`src/rtl/sl_pkg.sv`:
```
package sl_pkg;
    typedef enum logic [1:0] {
        ST_IDLE  = 2'd0,
        ST_ARMED = 2'd1,
        ST_COPY  = 2'd2
    } sl_state_e;

    localparam int HALT_BIT = 0;
    localparam int ARM_BIT  = 1;
endpackage

```
`src/rtl/sl_ctrl_regs.sv`:
```
module sl_ctrl_regs #(
    parameter int ADDR_W    = 12,
    parameter int RAM_AW    = 10,
    parameter int N_SLOTS   = 5,
    parameter int SW        = 3,
    parameter int CTRL_ADDR = 2076,
    parameter int DATA_BASE = 2064,
    parameter int ADR_BASE  = 2069
) (
    input  logic              clk,
    input  logic              rst_n,
    input  logic              cp_wr_en,
    input  logic [ADDR_W-1:0] cp_addr,
    input  logic [1:0]        ctrl_bits,
    input  logic              lock,
    output logic              slot_data_we,
    output logic              slot_addr_we,
    output logic [SW-1:0]     slot_idx,
    output logic              arm_req,
    output logic              param_we,
    output logic              halt
);
    logic [N_SLOTS-1:0] data_hit;
    logic [N_SLOTS-1:0] adr_hit;
    logic               ctrl_hit;

    genvar k;
    generate
        for (k = 0; k < N_SLOTS; k++) begin : g_hit
            assign data_hit[k] = (cp_addr == ADDR_W'(DATA_BASE + k));
            assign adr_hit[k]  = (cp_addr == ADDR_W'(ADR_BASE + k));
        end
    endgenerate

    assign ctrl_hit = (cp_addr == ADDR_W'(CTRL_ADDR));

    always_comb begin
        slot_idx = '0;
        for (int i = 0; i < N_SLOTS; i++) begin
            if (data_hit[i] || adr_hit[i]) slot_idx = SW'(i);
        end
    end

    assign slot_data_we = cp_wr_en && !lock && (|data_hit);
    assign slot_addr_we = cp_wr_en && !lock && (|adr_hit);
    assign arm_req      = cp_wr_en && ctrl_hit && ctrl_bits[sl_pkg::ARM_BIT];
    assign param_we     = cp_wr_en && (cp_addr[ADDR_W-1:RAM_AW] == '0);

    always_ff @(posedge clk or negedge rst_n) begin
        if (!rst_n) begin
            halt <= 1'b0;
        end else if (cp_wr_en && ctrl_hit) begin
            halt <= ctrl_bits[sl_pkg::HALT_BIT];
        end
    end
endmodule

```
`src/rtl/sl_slot_bank.sv`:
```
module sl_slot_bank #(
    parameter int N_SLOTS = 5,
    parameter int DATA_W  = 28,
    parameter int RAM_AW  = 10,
    parameter int SW      = 3
) (
    input  logic              clk,
    input  logic              rst_n,
    input  logic              data_we,
    input  logic              addr_we,
    input  logic [SW-1:0]     wr_idx,
    input  logic [DATA_W-1:0] wr_val,
    input  logic              clear_all,
    input  logic [SW-1:0]     rd_idx,
    output logic              rd_valid,
    output logic [RAM_AW-1:0] rd_addr,
    output logic [DATA_W-1:0] rd_data
);
    logic [N_SLOTS-1:0] valid_q;
    logic [RAM_AW-1:0]  addr_q [N_SLOTS];
    logic [DATA_W-1:0]  data_q [N_SLOTS];

    genvar k;
    generate
        for (k = 0; k < N_SLOTS; k++) begin : g_slot
            logic sel;
            assign sel = (wr_idx == SW'(k));

            always_ff @(posedge clk or negedge rst_n) begin
                if (!rst_n) begin
                    valid_q[k] <= 1'b0;
                    data_q[k]  <= '0;
                    addr_q[k]  <= '0;
                end else begin
                    if (clear_all) begin
                        valid_q[k] <= 1'b0;
                    end else if (data_we && sel) begin
                        valid_q[k] <= 1'b1;
                    end
                    if (data_we && sel) data_q[k] <= wr_val;
                    if (addr_we && sel) addr_q[k] <= wr_val[RAM_AW-1:0];
                end
            end
        end
    endgenerate

    always_comb begin
        rd_valid = 1'b0;
        rd_addr  = '0;
        rd_data  = '0;
        for (int i = 0; i < N_SLOTS; i++) begin
            if (rd_idx == SW'(i)) begin
                rd_valid = valid_q[i];
                rd_addr  = addr_q[i];
                rd_data  = data_q[i];
            end
        end
    end
endmodule

```
`src/rtl/sl_copy_fsm.sv`:
```
module sl_copy_fsm
    import sl_pkg::*;
#(
    parameter int N_SLOTS = 5,
    parameter int SW      = 3
) (
    input  logic          clk,
    input  logic          rst_n,
    input  logic          arm_req,
    input  logic          frame_start,
    input  logic          core_req,
    input  logic          slot_valid,
    output logic [SW-1:0] idx,
    output logic          sl_we,
    output logic          clear_all,
    output logic          busy
);
    localparam logic [SW-1:0] LAST = SW'(N_SLOTS - 1);

    sl_state_e     state_q, state_d;
    logic [SW-1:0] idx_q, idx_d;
    logic          advance;
    logic          at_last;

    assign at_last = (idx_q == LAST);
    assign advance = (state_q == ST_COPY) && (!slot_valid || !core_req);

    always_comb begin
        state_d = state_q;
        idx_d   = idx_q;
        unique case (state_q)
            ST_IDLE: begin
                if (arm_req) state_d = ST_ARMED;
            end
            ST_ARMED: begin
                if (frame_start) begin
                    state_d = ST_COPY;
                    idx_d   = '0;
                end
            end
            ST_COPY: begin
                if (advance) begin
                    if (at_last) begin
                        state_d = ST_IDLE;
                        idx_d   = '0;
                    end else begin
                        idx_d = idx_q + SW'(1);
                    end
                end
            end
            default: begin
                state_d = ST_IDLE;
                idx_d   = '0;
            end
        endcase
    end

    always_ff @(posedge clk or negedge rst_n) begin
        if (!rst_n) begin
            state_q <= ST_IDLE;
            idx_q   <= '0;
        end else begin
            state_q <= state_d;
            idx_q   <= idx_d;
        end
    end

    always_comb begin
        idx       = idx_q;
        busy      = (state_q != ST_IDLE);
        sl_we     = (state_q == ST_COPY) && slot_valid && !core_req;
        clear_all = advance && at_last;
    end
endmodule

```
`src/rtl/sl_port_mux.sv`:
```
module sl_port_mux #(
    parameter int DATA_W = 28,
    parameter int RAM_AW = 10
) (
    input  logic              sl_we,
    input  logic [RAM_AW-1:0] sl_addr,
    input  logic [DATA_W-1:0] sl_data,
    input  logic              param_we,
    input  logic              halt,
    input  logic              core_req,
    input  logic [RAM_AW-1:0] cp_addr,
    input  logic [DATA_W-1:0] cp_data,
    output logic              ram_we,
    output logic [RAM_AW-1:0] ram_waddr,
    output logic [DATA_W-1:0] ram_wdata
);
    logic direct_ok;

    always_comb begin
        direct_ok = param_we && halt && !core_req && !sl_we;
        ram_we    = sl_we || direct_ok;
        ram_waddr = sl_we ? sl_addr : cp_addr;
        ram_wdata = sl_we ? sl_data : cp_data;
    end
endmodule

```
`src/rtl/safeload_buffer.sv`:
```
module safeload_buffer #(
    parameter int ADDR_W    = 12,
    parameter int DATA_W    = 28,
    parameter int RAM_AW    = 10,
    parameter int N_SLOTS   = 5,
    parameter int CTRL_ADDR = 2076,
    parameter int DATA_BASE = 2064,
    parameter int ADR_BASE  = 2069
) (
    input  logic              clk,
    input  logic              rst_n,
    input  logic              cp_wr_en,
    input  logic [ADDR_W-1:0] cp_addr,
    input  logic [DATA_W-1:0] cp_wdata,
    input  logic              frame_start,
    input  logic              core_ram_req,
    output logic              ram_we,
    output logic [RAM_AW-1:0] ram_waddr,
    output logic [DATA_W-1:0] ram_wdata,
    output logic              busy,
    output logic              core_halt
);
    localparam int SW = (N_SLOTS > 1) ? $clog2(N_SLOTS) : 1;

    logic              slot_data_we, slot_addr_we, arm_req, param_we;
    logic [SW-1:0]     slot_idx, copy_idx;
    logic              slot_valid, sl_we, clear_all;
    logic [RAM_AW-1:0] slot_addr;
    logic [DATA_W-1:0] slot_data;

    sl_ctrl_regs #(
        .ADDR_W(ADDR_W), .RAM_AW(RAM_AW), .N_SLOTS(N_SLOTS), .SW(SW),
        .CTRL_ADDR(CTRL_ADDR), .DATA_BASE(DATA_BASE), .ADR_BASE(ADR_BASE)
    ) u_regs (
        .clk(clk), .rst_n(rst_n), .cp_wr_en(cp_wr_en), .cp_addr(cp_addr),
        .ctrl_bits(cp_wdata[1:0]), .lock(busy),
        .slot_data_we(slot_data_we), .slot_addr_we(slot_addr_we),
        .slot_idx(slot_idx), .arm_req(arm_req), .param_we(param_we),
        .halt(core_halt)
    );

    sl_slot_bank #(
        .N_SLOTS(N_SLOTS), .DATA_W(DATA_W), .RAM_AW(RAM_AW), .SW(SW)
    ) u_bank (
        .clk(clk), .rst_n(rst_n), .data_we(slot_data_we), .addr_we(slot_addr_we),
        .wr_idx(slot_idx), .wr_val(cp_wdata), .clear_all(clear_all),
        .rd_idx(copy_idx), .rd_valid(slot_valid), .rd_addr(slot_addr),
        .rd_data(slot_data)
    );

    sl_copy_fsm #(
        .N_SLOTS(N_SLOTS), .SW(SW)
    ) u_fsm (
        .clk(clk), .rst_n(rst_n), .arm_req(arm_req), .frame_start(frame_start),
        .core_req(core_ram_req), .slot_valid(slot_valid), .idx(copy_idx),
        .sl_we(sl_we), .clear_all(clear_all), .busy(busy)
    );

    sl_port_mux #(
        .DATA_W(DATA_W), .RAM_AW(RAM_AW)
    ) u_mux (
        .sl_we(sl_we), .sl_addr(slot_addr), .sl_data(slot_data),
        .param_we(param_we), .halt(core_halt), .core_req(core_ram_req),
        .cp_addr(cp_addr[RAM_AW-1:0]), .cp_data(cp_wdata),
        .ram_we(ram_we), .ram_waddr(ram_waddr), .ram_wdata(ram_wdata)
    );
endmodule

```
`config.mk`:
```
export PLATFORM = sky130hd
export DESIGN_NAME = safeload_buffer
export DESIGN_NICKNAME = d
export VERILOG_FILES = /design/src/rtl/sl_pkg.sv /design/src/rtl/sl_ctrl_regs.sv /design/src/rtl/sl_slot_bank.sv /design/src/rtl/sl_copy_fsm.sv /design/src/rtl/sl_port_mux.sv /design/src/rtl/safeload_buffer.sv
export SDC_FILE = /design/constraint.sdc
export NUM_CORES = 1
export LEC_CHECK = 0
export BUFFER_PORTS_ARGS = -buffer_cell sky130_fd_sc_hd__buf_2
export CAP_MARGIN = 20
export CORE_MARGIN = 1.5
export CORE_UTILIZATION = 64
export CTS_BUF_LIST = sky130_fd_sc_hd__clkbuf_4 sky130_fd_sc_hd__clkbuf_8 sky130_fd_sc_hd__clkbuf_16
export DETAILED_ROUTE_END_ITERATION = 6
export GPL_TIMING_DRIVEN = 0
export PLACE_DENSITY = 0.91
export SKIP_LAST_GASP = 1
export SYNTH_ARGS = -nofsm -noshare
export SYNTH_HDL_FRONTEND = slang
export SYNTH_SLANG_ARGS = --single-unit
```
`constraint.sdc`:
```
create_clock -name clk -period 4.6 [get_ports clk]
set_input_delay 0.23 -clock clk [delete_from_list [all_inputs] [get_ports clk]]
set_output_delay 0.23 -clock clk [all_outputs]
set_load 0.02 [all_outputs]
```
==> impl_metrics.csv <==
group,metric,value,unit
die,coreArea,0.01459,sq mm
layout,syn_to_final_growth,14.67,%
placed_design,gp_congestion,0.8656,
global_route,grtUsageMet2,52.52,%
yosys,syn_avg_cell_area,12.51,sq um
setup_path,critPathMaxFanout,10,
yosys,synth_top_area_cell,"dfrtp_1",
layout,design_area,0.01099,sq mm
yosys,synth-warning-count,0,
clock_tree,clk_latency,0.50,ns
setup_path,arrival,3.65,ns
global_route,track_usage,32.61,%
timing,slew_headroom,39.89,%
yosys,synthMuxAreaShare,27.36,%
yosys,synth_top_family_by_area,"multiplexers",
timing,rsz0062_at_grt,"no",
global_route,met3_usage,5.178,%
clock_tree,root_buffer,"clkbuf_16",
setup_path,r2r_start,"u_fsm.idx[0]$_DFFE_PN0P_",
yosys,synthArstFlopShare,100.0,%
layout,nets,931,
detailed_routing,viasPerCell,6.646,
detailed_routing,wl_per_cell,23.58,um
layout,num-fill-cells,907,
yosys,synthesis.nets,816,
yosys,synth_edf_count,0,
layout,antenna_cells,0,
timing,fin_tns_setup,0,ns
placed_design,dpl_worst_slack,1.447,ns
global_route,grt_max_degree,103,
timing,fmax,257.9,MHz
layout,regArea,0.005030,sq mm
yosys,synth_area,0.009585,sq mm
timing,hold_viol,0,
setup_path,cp-startpoint,"u_fsm.idx[0]$_DFFE_PN0P_",
timing,setup_viol,0,
clock_tree,cts_hold_buf,6,
global_route,grt-ovfl-total,0,
detailed_routing,drc_errors,0,
clock_tree,postCtsSetupBuffers,0,
global_route,grt_pass1_wl,40000,um
global_route,grt_pass1_vias,7295,
pwr,p_leak,5.534,nW
yosys,synth_compound_area_share,11.03,%
timing,min_period,3.878,ns
yosys,synthDistinctLibCells,42,
flow_run,cap_violations,0,
die,dieArea,0.01572,sq mm
global_route,grt_util_met1,43.77,%
die,rows,44,
placed_design,port_buffers,83,
placed_design,dp_hpwl,15500,um
yosys,synth_top_area_share,52.47,%
yosys,synthAdderAreaFrac,0.6527,%
yosys,synth_seq_area_share,52.47,%
min_path,hp-class,"input port to flop",
pwr,ir_drop,267.1,uV
setup_path,max_stage_delay,0.50,ns
yosys,synth_cells,766,
detailed_routing,wirelength,25380,um
clock_tree,cts_resized,0,
timing,fin_ws,0.7220,ns
die,io_pins,86,
setup_path,slowest_stage,"clkbuf_1",
yosys,yosys-top-cells-area,"dfrtp_1, mux2_2, a221oi_1, o22ai_1, a21oi_1",
clock_tree,clock_sinks,201,
die,die_y,125.4,um
timing,worst_slew_pin_slew,0.9017,ns
layout,layout-drive-gt1-share,41.82,%
layout,multiInputGateArea,0.004230,sq mm
clock_tree,clk_path_buf_depth,3,
setup_path,path_cells,"inv_1 -> ha_1 -> and2_1 -> clkbuf_1 -> nor2_1 -> clkbuf_1 -> clkbuf_1 -> o21ai_1 -> o22ai_1 -> mux2_2 -> buf_2",
clock_tree,cts_buffers,21,
clock_tree,cts_tree,"yes",
detailed_routing,drt_iter0_markers,738,
clock_tree,clkSlewWorstSetupHoldPaths,0.06,ns
yosys,synth_xor_area_share,0,%
global_route,busiest_layer,"met2",
detailed_routing,num_vias,7151,
setup_path,end_kind,"output port",
yosys,synthFlopType,"dfrtp_1",
status,status,"completed",
die,start_util,65.70,%
timing,clock_skew,0.02094,ns
clock_tree,h-tree-depth,1,
yosys,synth-seq-cells,201,
global_route,antenna_found_initial,0,
setup_path,cp_data_required_time,4.37,ns
timing,finalMaxSlewViolations,0,
detailed_routing,firstDrtPassIters,7,
die,fp.dieW,125.4,um
yosys,synthSimpleGateAreaFrac,5.091,%
placed_design,placed_cell_area,0.01027,sq mm
detailed_routing,ant_nets,0,
setup_path,path_class,"flop to output port",
timing,post-route-period-util,84.30,%
min_path,worstHoldStart,"cp_wdata[5]",
pwr,p_per_area,348.6,mW/mm^2
setup_path,cp-start-kind,"flop",
pwr,finalPower,3.831,mW
setup_path,crit_path_frequent_cell,"clkbuf_1",
-- flip-flops by register name, indices dropped and copies added, names as in the netlist --
| name | flops |
|---|---|
| u_bank.data_q | 140 |
| u_regs.halt | 1 |
| u_bank.valid_q | 5 |
| u_fsm.idx | 3 |
| u_fsm.state_q | 2 |
| u_bank.addr_q | 50 |
-- layer usage --
metal | up-vias | part of all wire [%]
li1 | 3073 | -
met1 | 3600 | 40
met2 | 392 | 48
met3 | 86 | 7.7
met4 | 0 | 4.0
met5 | - | 0
-- stage by stage --
step                std cells  util, %  hold slack, ns
detailed placement       1034    70.39          0.3200
finish                   1076    75.34        0.002722
global placement         1033    70.13          0.4748
CTS                      1074    75.19       0.0009709
global route             1076    75.34        0.009568
floorplan                 766        -        -0.06559
-- critical path: cells and delay by family (launching register included) --
family / cells / cell delay [ns]
simple gates: 2 / 0.33
buf+inv: 5 / 1.38
mux: 1 / 0.22
flops: 1 / 0.42
fa+ha+maj: 1 / 0.27
compound gates: 2 / 0.53
-- power by group --
group | leakage (nW) | switching, mW | internal [mW]
clock network | 0.326 | 0.668 | 0.936
logic | 2.44 | 0.294 | 0.146
registers | 2.77 | 0.00894 | 1.78
-- logic make-up after synthesis --
logic type / count (synthesis)
AOI/OAI and AO/OA: 167
and+or+nand+nor: 87
DFF: 201
muxes: 230
buffers and inverters: 76
adders and majority gates: 5
-- cell type report --
class / count / share of cell area, %
sequential: 201 / 45.76
multi-input combinational: 489 / 38.49
clock buffer: 32 / 5.703
timing repair buffer: 92 / 4.872
buffer: 65 / 2.584
tap: 184 / 2.094
inverter: 11 / 0.3756
clock inverter: 2 / 0.1252
-- Yosys cell counts, types with 2 or more instances --
cell,count
buf_6,2
nor3_2,3
o22ai_1,40
a21oi_1,40
mux2_1,3
and2_1,3
mux2_2,217
o21ai_1,4
nand3_1,7
or3_1,2
dfrtp_1,201
nand2_1,5
a21boi_0,6
nor2_1,45
nand2b_1,4
a221oi_1,38
mux2_4,9
nor4_4,2
inv_1,10
nand3b_1,3
buf_4,2
nor2b_1,4
buf_2,14
o21ai_0,34
clkbuf_1,47
ha_1,5
-- layout by cell type (no fill, tap or decap), types with 2 or more instances in the layout --
cell / instances
mux2_2: 217
dfrtp_1: 201
buf_2: 96
clkbuf_1: 47
nor2_1: 45
a21oi_1: 40
o22ai_1: 40
a221oi_1: 38
o21ai_0: 34
clkbuf_16: 21
inv_1: 10
mux2_4: 9
clkbuf_4: 8
nand3_1: 7
a21boi_0: 6
dlygate4sd3_1: 6
nand2_1: 5
ha_1: 5
nor2b_1: 4
o21ai_1: 4
nand2b_1: 4
buf_6: 4
and2_1: 3
nand3b_1: 3
nor3_2: 3
mux2_1: 3
clkbuf_8: 3
buf_4: 2
nor4_4: 2
or3_1: 2
-- worst paths after layout --
kind                                                 end  slack [ns]  cells past startpoint
setup / recovery                           ram_wdata[18]        0.72                     11
hold / removal             u_bank.addr_q[15]$_DFFE_PN0P_       0.003                      2
setup reg to reg                u_fsm.idx[2]$_DFFE_PN0P_        2.06                      7
hold reg to reg            u_bank.data_q[61]$_DFFE_PN0P_        0.50                      1
max in group asynchronous  u_bank.data_q[58]$_DFFE_PN0P_        3.30                      3
min in group asynchronous  u_bank.data_q[77]$_DFFE_PN0P_        0.33                      2
Note: power is estimated with default switching activity, not from simulation.
